$ cat src/rtl/irq_hub_pkg.sv
package irq_hub_pkg;
  localparam int FUNC_W = 4;
  localparam int IDX_W  = 5;
  localparam int ADDR_W = FUNC_W + IDX_W;
  localparam int DATA_W = 32;

  typedef enum logic [FUNC_W-1:0] {
    F_MBOX   = 4'd0,
    F_PERIOD = 4'd1,
    F_TACK   = 4'd2,
    F_STATUS = 4'd3,
    F_HW_SET = 4'd4,
    F_HW_CLR = 4'd5,
    F_MB_SET = 4'd6,
    F_MB_CLR = 4'd7,
    F_TM_SET = 4'd8,
    F_TM_CLR = 4'd9,
    F_CONFIG = 4'd10
  } func_e;

  typedef struct packed {
    logic             hit;
    logic [IDX_W-1:0] idx;
  } winner_t;

  // Status layout: class flags in the low bits, winner indices in byte lanes.
  function automatic logic [DATA_W-1:0] pack_status(winner_t mb, winner_t hw, winner_t tm);
    logic [DATA_W-1:0] w;
    w        = '0;
    w[28:24] = mb.hit ? mb.idx : '0;
    w[20:16] = hw.hit ? hw.idx : '0;
    w[12:8]  = tm.hit ? tm.idx : '0;
    w[2]     = mb.hit;
    w[1]     = hw.hit;
    w[0]     = tm.hit;
    return w;
  endfunction

  function automatic logic [DATA_W-1:0] pack_config(int n_mb, int n_hw, int n_tm);
    return {8'd0, 8'(n_mb), 8'(n_hw), 8'(n_tm)};
  endfunction
endpackage

$ cat src/rtl/irq_hub_lowest.sv
module irq_hub_lowest
  import irq_hub_pkg::*;
#(
  parameter int W = 8
) (
  input  logic [W-1:0] req,
  output winner_t      win
);
  // Scan from the top so the lowest set bit is written last and wins.
  always_comb begin
    win = '0;
    for (int i = W - 1; i >= 0; i--) begin
      if (req[i]) begin
        win.hit = 1'b1;
        win.idx = IDX_W'(i);
      end
    end
  end
endmodule

$ cat src/rtl/irq_hub_timer.sv
module irq_hub_timer
  import irq_hub_pkg::*;
(
  input  logic              clk,
  input  logic              rst,
  input  logic              load,
  input  logic [DATA_W-1:0] load_val,
  input  logic              ack,
  output logic [DATA_W-1:0] period,
  output logic              pend
);
  logic [DATA_W-1:0] cnt_q;
  logic              running;
  logic              expire;

  assign running = (period != '0) && !load;
  assign expire  = running && (cnt_q <= DATA_W'(1));

  always_ff @(posedge clk) begin
    if (rst) begin
      period <= '0;
      cnt_q  <= '0;
      pend   <= 1'b0;
    end else begin
      if (load) begin
        period <= load_val;
        cnt_q  <= load_val;
      end else if (running) begin
        cnt_q <= expire ? period : cnt_q - DATA_W'(1);
      end
      if (expire)   pend <= 1'b1;
      else if (ack) pend <= 1'b0;
    end
  end
endmodule

$ cat src/rtl/irq_hub.sv
module irq_hub
  import irq_hub_pkg::*;
#(
  parameter int N_OUT = 4,
  parameter int N_HW  = 8,
  parameter int N_MB  = 8,
  parameter int N_TM  = 4
) (
  input  logic              clk,
  input  logic              rst,
  input  logic              bus_wr,
  input  logic              bus_rd,
  input  logic [ADDR_W-1:0] bus_addr,
  input  logic [DATA_W-1:0] bus_wdata,
  output logic [DATA_W-1:0] bus_rdata,
  input  logic [N_HW-1:0]   hw_irq,
  output logic [N_OUT-1:0]  core_irq
);
  localparam int OW = (N_OUT > 1) ? $clog2(N_OUT) : 1;
  localparam int MW = (N_MB  > 1) ? $clog2(N_MB)  : 1;
  localparam int TW = (N_TM  > 1) ? $clog2(N_TM)  : 1;

  // Address decode
  func_e            func;
  logic [IDX_W-1:0] idx;
  logic             out_ok, mb_ok, tm_ok;
  logic [OW-1:0]    oi;
  logic [MW-1:0]    mi;
  logic [TW-1:0]    ti;

  assign func   = func_e'(bus_addr[ADDR_W-1:IDX_W]);
  assign idx    = bus_addr[IDX_W-1:0];
  assign out_ok = 32'(idx) < N_OUT;
  assign mb_ok  = 32'(idx) < N_MB;
  assign tm_ok  = 32'(idx) < N_TM;
  assign oi     = idx[OW-1:0];
  assign mi     = idx[MW-1:0];
  assign ti     = idx[TW-1:0];

  // Per-output masks
  logic [N_HW-1:0] hw_mask [N_OUT];
  logic [N_MB-1:0] mb_mask [N_OUT];
  logic [N_TM-1:0] tm_mask [N_OUT];

  always_ff @(posedge clk) begin
    if (rst) begin
      for (int k = 0; k < N_OUT; k++) begin
        hw_mask[k] <= '0;
        mb_mask[k] <= '0;
        tm_mask[k] <= '0;
      end
    end else if (bus_wr && out_ok) begin
      case (func)
        F_HW_SET: hw_mask[oi] <= hw_mask[oi] |  bus_wdata[N_HW-1:0];
        F_HW_CLR: hw_mask[oi] <= hw_mask[oi] & ~bus_wdata[N_HW-1:0];
        F_MB_SET: mb_mask[oi] <= mb_mask[oi] |  bus_wdata[N_MB-1:0];
        F_MB_CLR: mb_mask[oi] <= mb_mask[oi] & ~bus_wdata[N_MB-1:0];
        F_TM_SET: tm_mask[oi] <= tm_mask[oi] |  bus_wdata[N_TM-1:0];
        F_TM_CLR: tm_mask[oi] <= tm_mask[oi] & ~bus_wdata[N_TM-1:0];
        default: ;
      endcase
    end
  end

  // Mailboxes: named select events, then storage
  logic [N_MB-1:0]   mb_wr_sel, mb_rd_sel, mb_pend;
  logic [DATA_W-1:0] mb_val [N_MB];

  for (genvar m = 0; m < N_MB; m++) begin : g_mbsel
    assign mb_wr_sel[m] = bus_wr && (func == F_MBOX) && (idx == IDX_W'(m));
    assign mb_rd_sel[m] = bus_rd && (func == F_MBOX) && (idx == IDX_W'(m));
  end

  always_ff @(posedge clk) begin
    if (rst) begin
      mb_pend <= '0;
      for (int m = 0; m < N_MB; m++) mb_val[m] <= '0;
    end else begin
      for (int m = 0; m < N_MB; m++) begin
        if (mb_wr_sel[m]) begin
          mb_val[m]  <= bus_wdata;
          mb_pend[m] <= 1'b1;
        end else if (mb_rd_sel[m]) begin
          mb_pend[m] <= 1'b0;
        end
      end
    end
  end

  // Timers
  logic [N_TM-1:0]   tm_pend;
  logic [DATA_W-1:0] tm_period [N_TM];

  for (genvar t = 0; t < N_TM; t++) begin : g_tmr
    irq_hub_timer u_tmr (
      .clk      (clk),
      .rst      (rst),
      .load     (bus_wr && (func == F_PERIOD) && (idx == IDX_W'(t))),
      .load_val (bus_wdata),
      .ack      (bus_rd && (func == F_TACK) && (idx == IDX_W'(t))),
      .period   (tm_period[t]),
      .pend     (tm_pend[t])
    );
  end

  // Per-output winners and status
  logic [DATA_W-1:0] status_word [N_OUT];

  for (genvar k = 0; k < N_OUT; k++) begin : g_out
    winner_t hw_win, mb_win, tm_win;
    irq_hub_lowest #(.W(N_HW)) u_hw (.req(hw_irq  & hw_mask[k]), .win(hw_win));
    irq_hub_lowest #(.W(N_MB)) u_mb (.req(mb_pend & mb_mask[k]), .win(mb_win));
    irq_hub_lowest #(.W(N_TM)) u_tm (.req(tm_pend & tm_mask[k]), .win(tm_win));
    assign status_word[k] = pack_status(mb_win, hw_win, tm_win);
    assign core_irq[k]    = mb_win.hit | hw_win.hit | tm_win.hit;
  end

  // Read path
  logic [DATA_W-1:0] rd_mux;

  always_comb begin
    rd_mux = '0;
    case (func)
      F_MBOX:           if (mb_ok)  rd_mux = mb_val[mi];
      F_PERIOD, F_TACK: if (tm_ok)  rd_mux = tm_period[ti];
      F_STATUS:         if (out_ok) rd_mux = status_word[oi];
      F_HW_SET:         if (out_ok) rd_mux = DATA_W'(hw_mask[oi]);
      F_MB_SET:         if (out_ok) rd_mux = DATA_W'(mb_mask[oi]);
      F_TM_SET:         if (out_ok) rd_mux = DATA_W'(tm_mask[oi]);
      F_CONFIG:         if (idx == '0) rd_mux = pack_config(N_MB, N_HW, N_TM);
      default: ;
    endcase
  end

  always_ff @(posedge clk) begin
    if (rst)         bus_rdata <= '0;
    else if (bus_rd) bus_rdata <= rd_mux;
  end
endmodule

$ cat config.mk
export PLATFORM = sky130hd
export DESIGN_NAME = irq_hub
export DESIGN_NICKNAME = d
export VERILOG_FILES = /design/src/rtl/irq_hub_pkg.sv /design/src/rtl/irq_hub_lowest.sv /design/src/rtl/irq_hub_timer.sv /design/src/rtl/irq_hub.sv
export SDC_FILE = /design/constraint.sdc
export NUM_CORES = 2
export LEC_CHECK = 0
export ABC_AREA = 1
export BUFFER_PORTS_ARGS = -buffer_cell sky130_fd_sc_hd__clkbuf_2
export CORE_ASPECT_RATIO = 1.25
export CORE_MARGIN = 5
export CORE_UTILIZATION = 55
export CTS_CLUSTER_DIAMETER = 150
export DETAILED_ROUTE_END_ITERATION = 6
export PLACE_DENSITY = 0.71
export REMOVE_ABC_BUFFERS = 1
export SLEW_MARGIN = 20
export SYNTH_ARGS = -nofsm -noshare
export SYNTH_HDL_FRONTEND = slang
export SYNTH_HIERARCHICAL = 1
export SYNTH_SLANG_ARGS = --single-unit
$ cat constraint.sdc
create_clock -name clk -period 6.92 [get_ports clk]
set_input_delay 0.346 -clock clk [delete_from_list [all_inputs] [get_ports clk]]
set_output_delay 0.346 -clock clk [all_outputs]
set_load 0.02 [all_outputs]
==> out/qor.csv <==
metric,value,unit
R2R Path Start,g_tmr[1].u_tmr/period[23],
Avg WL per Cell,21.5,um
FP Rows,105,
GR Util All Layers,0.356,
cell taking the most area after synthesis,edfxtp_1,
Max VDD drop,0.187,mV
Max-Cap Viols,0,
r2r setup slk,4340,ps
status,finished clean,
overall routed net length,131,mm
Setup TNS,0,ps
Hold Path End,g_tmr[3].u_tmr/period[3],
DIE HEIGHT,298,um
post-DP HPWL,92.0,mm
Final Hold Fails,0,
Synth top area share,0.276,
RePlAce Congestion,1.06,
DIE WIDTH,241,um
DRC Markers,0,
Clock Skew,21.2,ps
Crit. End Element,register,
drt initial violations,4190,
fillers,6226,
CTS tree,built,
pwr dens,238,nW/um^2
cts repair resizes,0,
synth top area cells,"edfxtp_1, dfxtp_1, nand2_1",
detailed-route via count,35100,
Leak,18.0,nW
first-pass GRT wire length,196,mm
area added between synthesis and finish,8.02,%
"CTS clk-pin slew, worst paths",60,ps
worst hold start,rst,
total grt overflow,0,
"Clk Latency, worst-skew pair",640,ps
Post-synth EDFFs,336,
max-slew violations,0,
Critical Path Fanout Max,59,
Unique masters post-synth,39,
Post-CTS Setup Repair Bufs,0,
syn avg cell area,6.99,sq um
CTS root buffer,clkbuf_16,
WP data arrival,4670,ps
Synth Instances,5231,
"Async S/R FF share, synth",0,
RSZ-0062 raised after global routing,no,
YS warnings,6,
Nets,5256,
layout cells sized above 1,0.0738,
DRT antenna net count,0,
Initial Utilization,0.555,
#FFs+latches synth,636,
Max Freq,0.241,GHz
H-tree lvl count,3,
Worst Hold Depth,2,
Die Area,71700,sq um
Ports,89,
Final setup viols,0,
number of global-route vias before repair,32500,
"Hold-fix buffers, CTS",0,
Worst R2R Path Depth,8,
CTS Buffer Depth,3,
TritonCTS buffer count,66,
fin crit share,0.600,
total power,9.40,mW
vias per cell,5.74,
Worst slew margin,0.250,
WS Path Type,in -> reg,
synthesized area,36500,sq um
Buffers on Ports,88,
initial antenna violation count,1,
Tmin final,4150,ps
Min-Delay Path Class,in -> reg,
Crit Reg-Reg Endpoint,g_tmr[1].u_tmr/cnt_q[16],
clk sinks,636,
sequential area share after synthesis,0.440,
first-pass detailed-route iteration total,6,
Worst Tran Pin Value,1120,ps
critical path required time,7440,ps
CP startpoint kind,input port,
largest net degree at the start of global routing,116,
CORE AREA,65800,sq um
prevailing post-synth register cell,edfxtp_1,
-- worst max-delay path by stage --
stage,end,from,slack (ps),cells after the start
after floorplan,g_tmr[1].u_tmr/cnt_q[3],bus_addr[1],1360,10
after global placement,g_tmr[0].u_tmr/cnt_q[3],bus_addr[0],2290,14
after detailed placement,g_tmr[0].u_tmr/cnt_q[3],bus_addr[0],2250,14
after CTS,g_tmr[0].u_tmr/cnt_q[3],bus_addr[0],2880,14
after global routing,g_tmr[0].u_tmr/cnt_q[3],bus_addr[0],2430,14
final,g_tmr[0].u_tmr/cnt_q[3],bus_addr[0],2770,14
-- metal layers --
metal | track usage | wire, um | vias to the layer above | share of wire
met5 | 0 | 0 | - | 0
met4 | 0.201 | 8840 | 0 | 0.067
met3 | 0.0620 | 12500 | 400 | 0.095
met2 | 0.578 | 61400 | 1829 | 0.47
met1 | 0.448 | 48500 | 16300 | 0.37
li1 | - | - | 16600 | -
-- placed cells by master, fill, tap and decap left out, types with 5 or more instances in the layout --
cell	count
nand3_1	336
clkinv_2	10
inv_2	13
a21oi_2	9
bufinv_16	5
nand3b_1	42
clkbuf_16	67
buf_4	47
nor3_2	9
nand3_2	12
a21oi_1	278
clkinv_4	6
nand2_2	15
dfxtp_1	300
a22oi_1	70
nand2_1	1470
clkbuf_1	15
a31oi_1	8
inv_1	556
clkbuf_8	7
clkbuf_2	87
o21ai_1	6
nor2_1	1008
edfxtp_1	336
clkinv_1	5
or2_1	8
xor2_1	24
nor3_1	27
o21ai_0	184
xnor2_1	36
conb_1	28
nor2_4	27
nor2_2	41
ha_1	8
nand2_4	8
nand4_1	107
-- per-stage QoR --
| stage | cell area [sq um] | hold slack (ps) | setup WS [ps] | std cells | util |
|---|---|---|---|---|---|
| CTS | 39500 | 85.7 | 2880 | 6102 | 0.600 |
| finish | 39500 | 119 | 2770 | 6105 | 0.600 |
| global route | 39500 | 113 | 2430 | 6102 | 0.600 |
| floorplan | 35300 | 415 | 1360 | 4990 | - |
| global placement | 37300 | 451 | 2290 | 5983 | 0.566 |
| detailed placement | 37300 | 454 | 2250 | 5983 | 0.566 |
-- kinds of logic (layout without fill, tap and decap cells) --
group                    Yosys count  count (layout)  synth area share
AND/OR/NAND/NOR                 3119            3119             0.361
other                             12              31           0.00123
flip-flops                       636             636             0.440
adder cells (fa/ha/maj)            8               8           0.00274
XOR/XNOR                          60              60            0.0144
AO/OA/AOI/OAI                    565             565            0.0841
buffers and inverters            831             830            0.0959
-- flip-flops by register name, indices dropped and copies added (netlist names) --
| register | count |
|---|---|
| bus_rdata | 32 |
| g_tmr.u_tmr/cnt_q | 128 |
| g_tmr.u_tmr/pend | 4 |
| g_tmr.u_tmr/period | 128 |
| hw_mask | 32 |
| mb_mask | 32 |
| mb_pend | 8 |
| mb_val | 256 |
| tm_mask | 16 |
-- final cells by class --
| cell class | count | area (sq um) | share of cell area |
|---|---|---|---|
| multi-input cells | 3780 | 17100 | 0.433 |
| repair buffers | 137 | 840 | 0.0213 |
| clock inverters | 30 | 370 | 0.00938 |
| diodes | 3 | 7.51 | 0.000190 |
| flip-flops and latches | 636 | 16100 | 0.408 |
| well taps | 856 | 1070 | 0.0271 |
| clock buffers | 89 | 1830 | 0.0463 |
| inverters | 574 | 2180 | 0.0551 |
-- cells in the mapped netlist (12+ instances only) --
cell type / instances
nor2_2: 41
xor2_1: 24
o21ai_0: 184
a21oi_1: 279
nand3b_1: 42
a22oi_1: 70
inv_1: 556
buf_4: 42
buf_2: 70
inv_2: 14
xnor2_1: 36
buf_6: 16
dfxtp_1: 300
nand2_2: 13
clkbuf_1: 124
nand2_1: 1472
nand4_1: 107
edfxtp_1: 336
conb_1: 12
nor3_1: 27
nor2_1: 1015
nand3_1: 340
nor2_4: 20
-- worst max-delay path, stage by stage --
cell and delay, ps:
clkbuf_2 80, buf_4 260, inv_2 560, nand2_2 590
nor2_2 400, inv_1 130, nor2_4 90, buf_4 490
clkinv_4 430, nand3_2 190, buf_4 500, inv_1 250
a21oi_1 210, a21oi_2 80
-- power breakdown --
part | switching (mW) | internal (mW) | total, mW | leakage, nW
clock network | 1.61 | 2.07 | 3.68 | 1.07
registers | 0.0645 | 4.09 | 4.16 | 5.69
logic | 1.10 | 0.465 | 1.57 | 11.2
total | 2.77 | 6.63 | 9.40 | 18.0
Power figures use the tool's default switching activity.
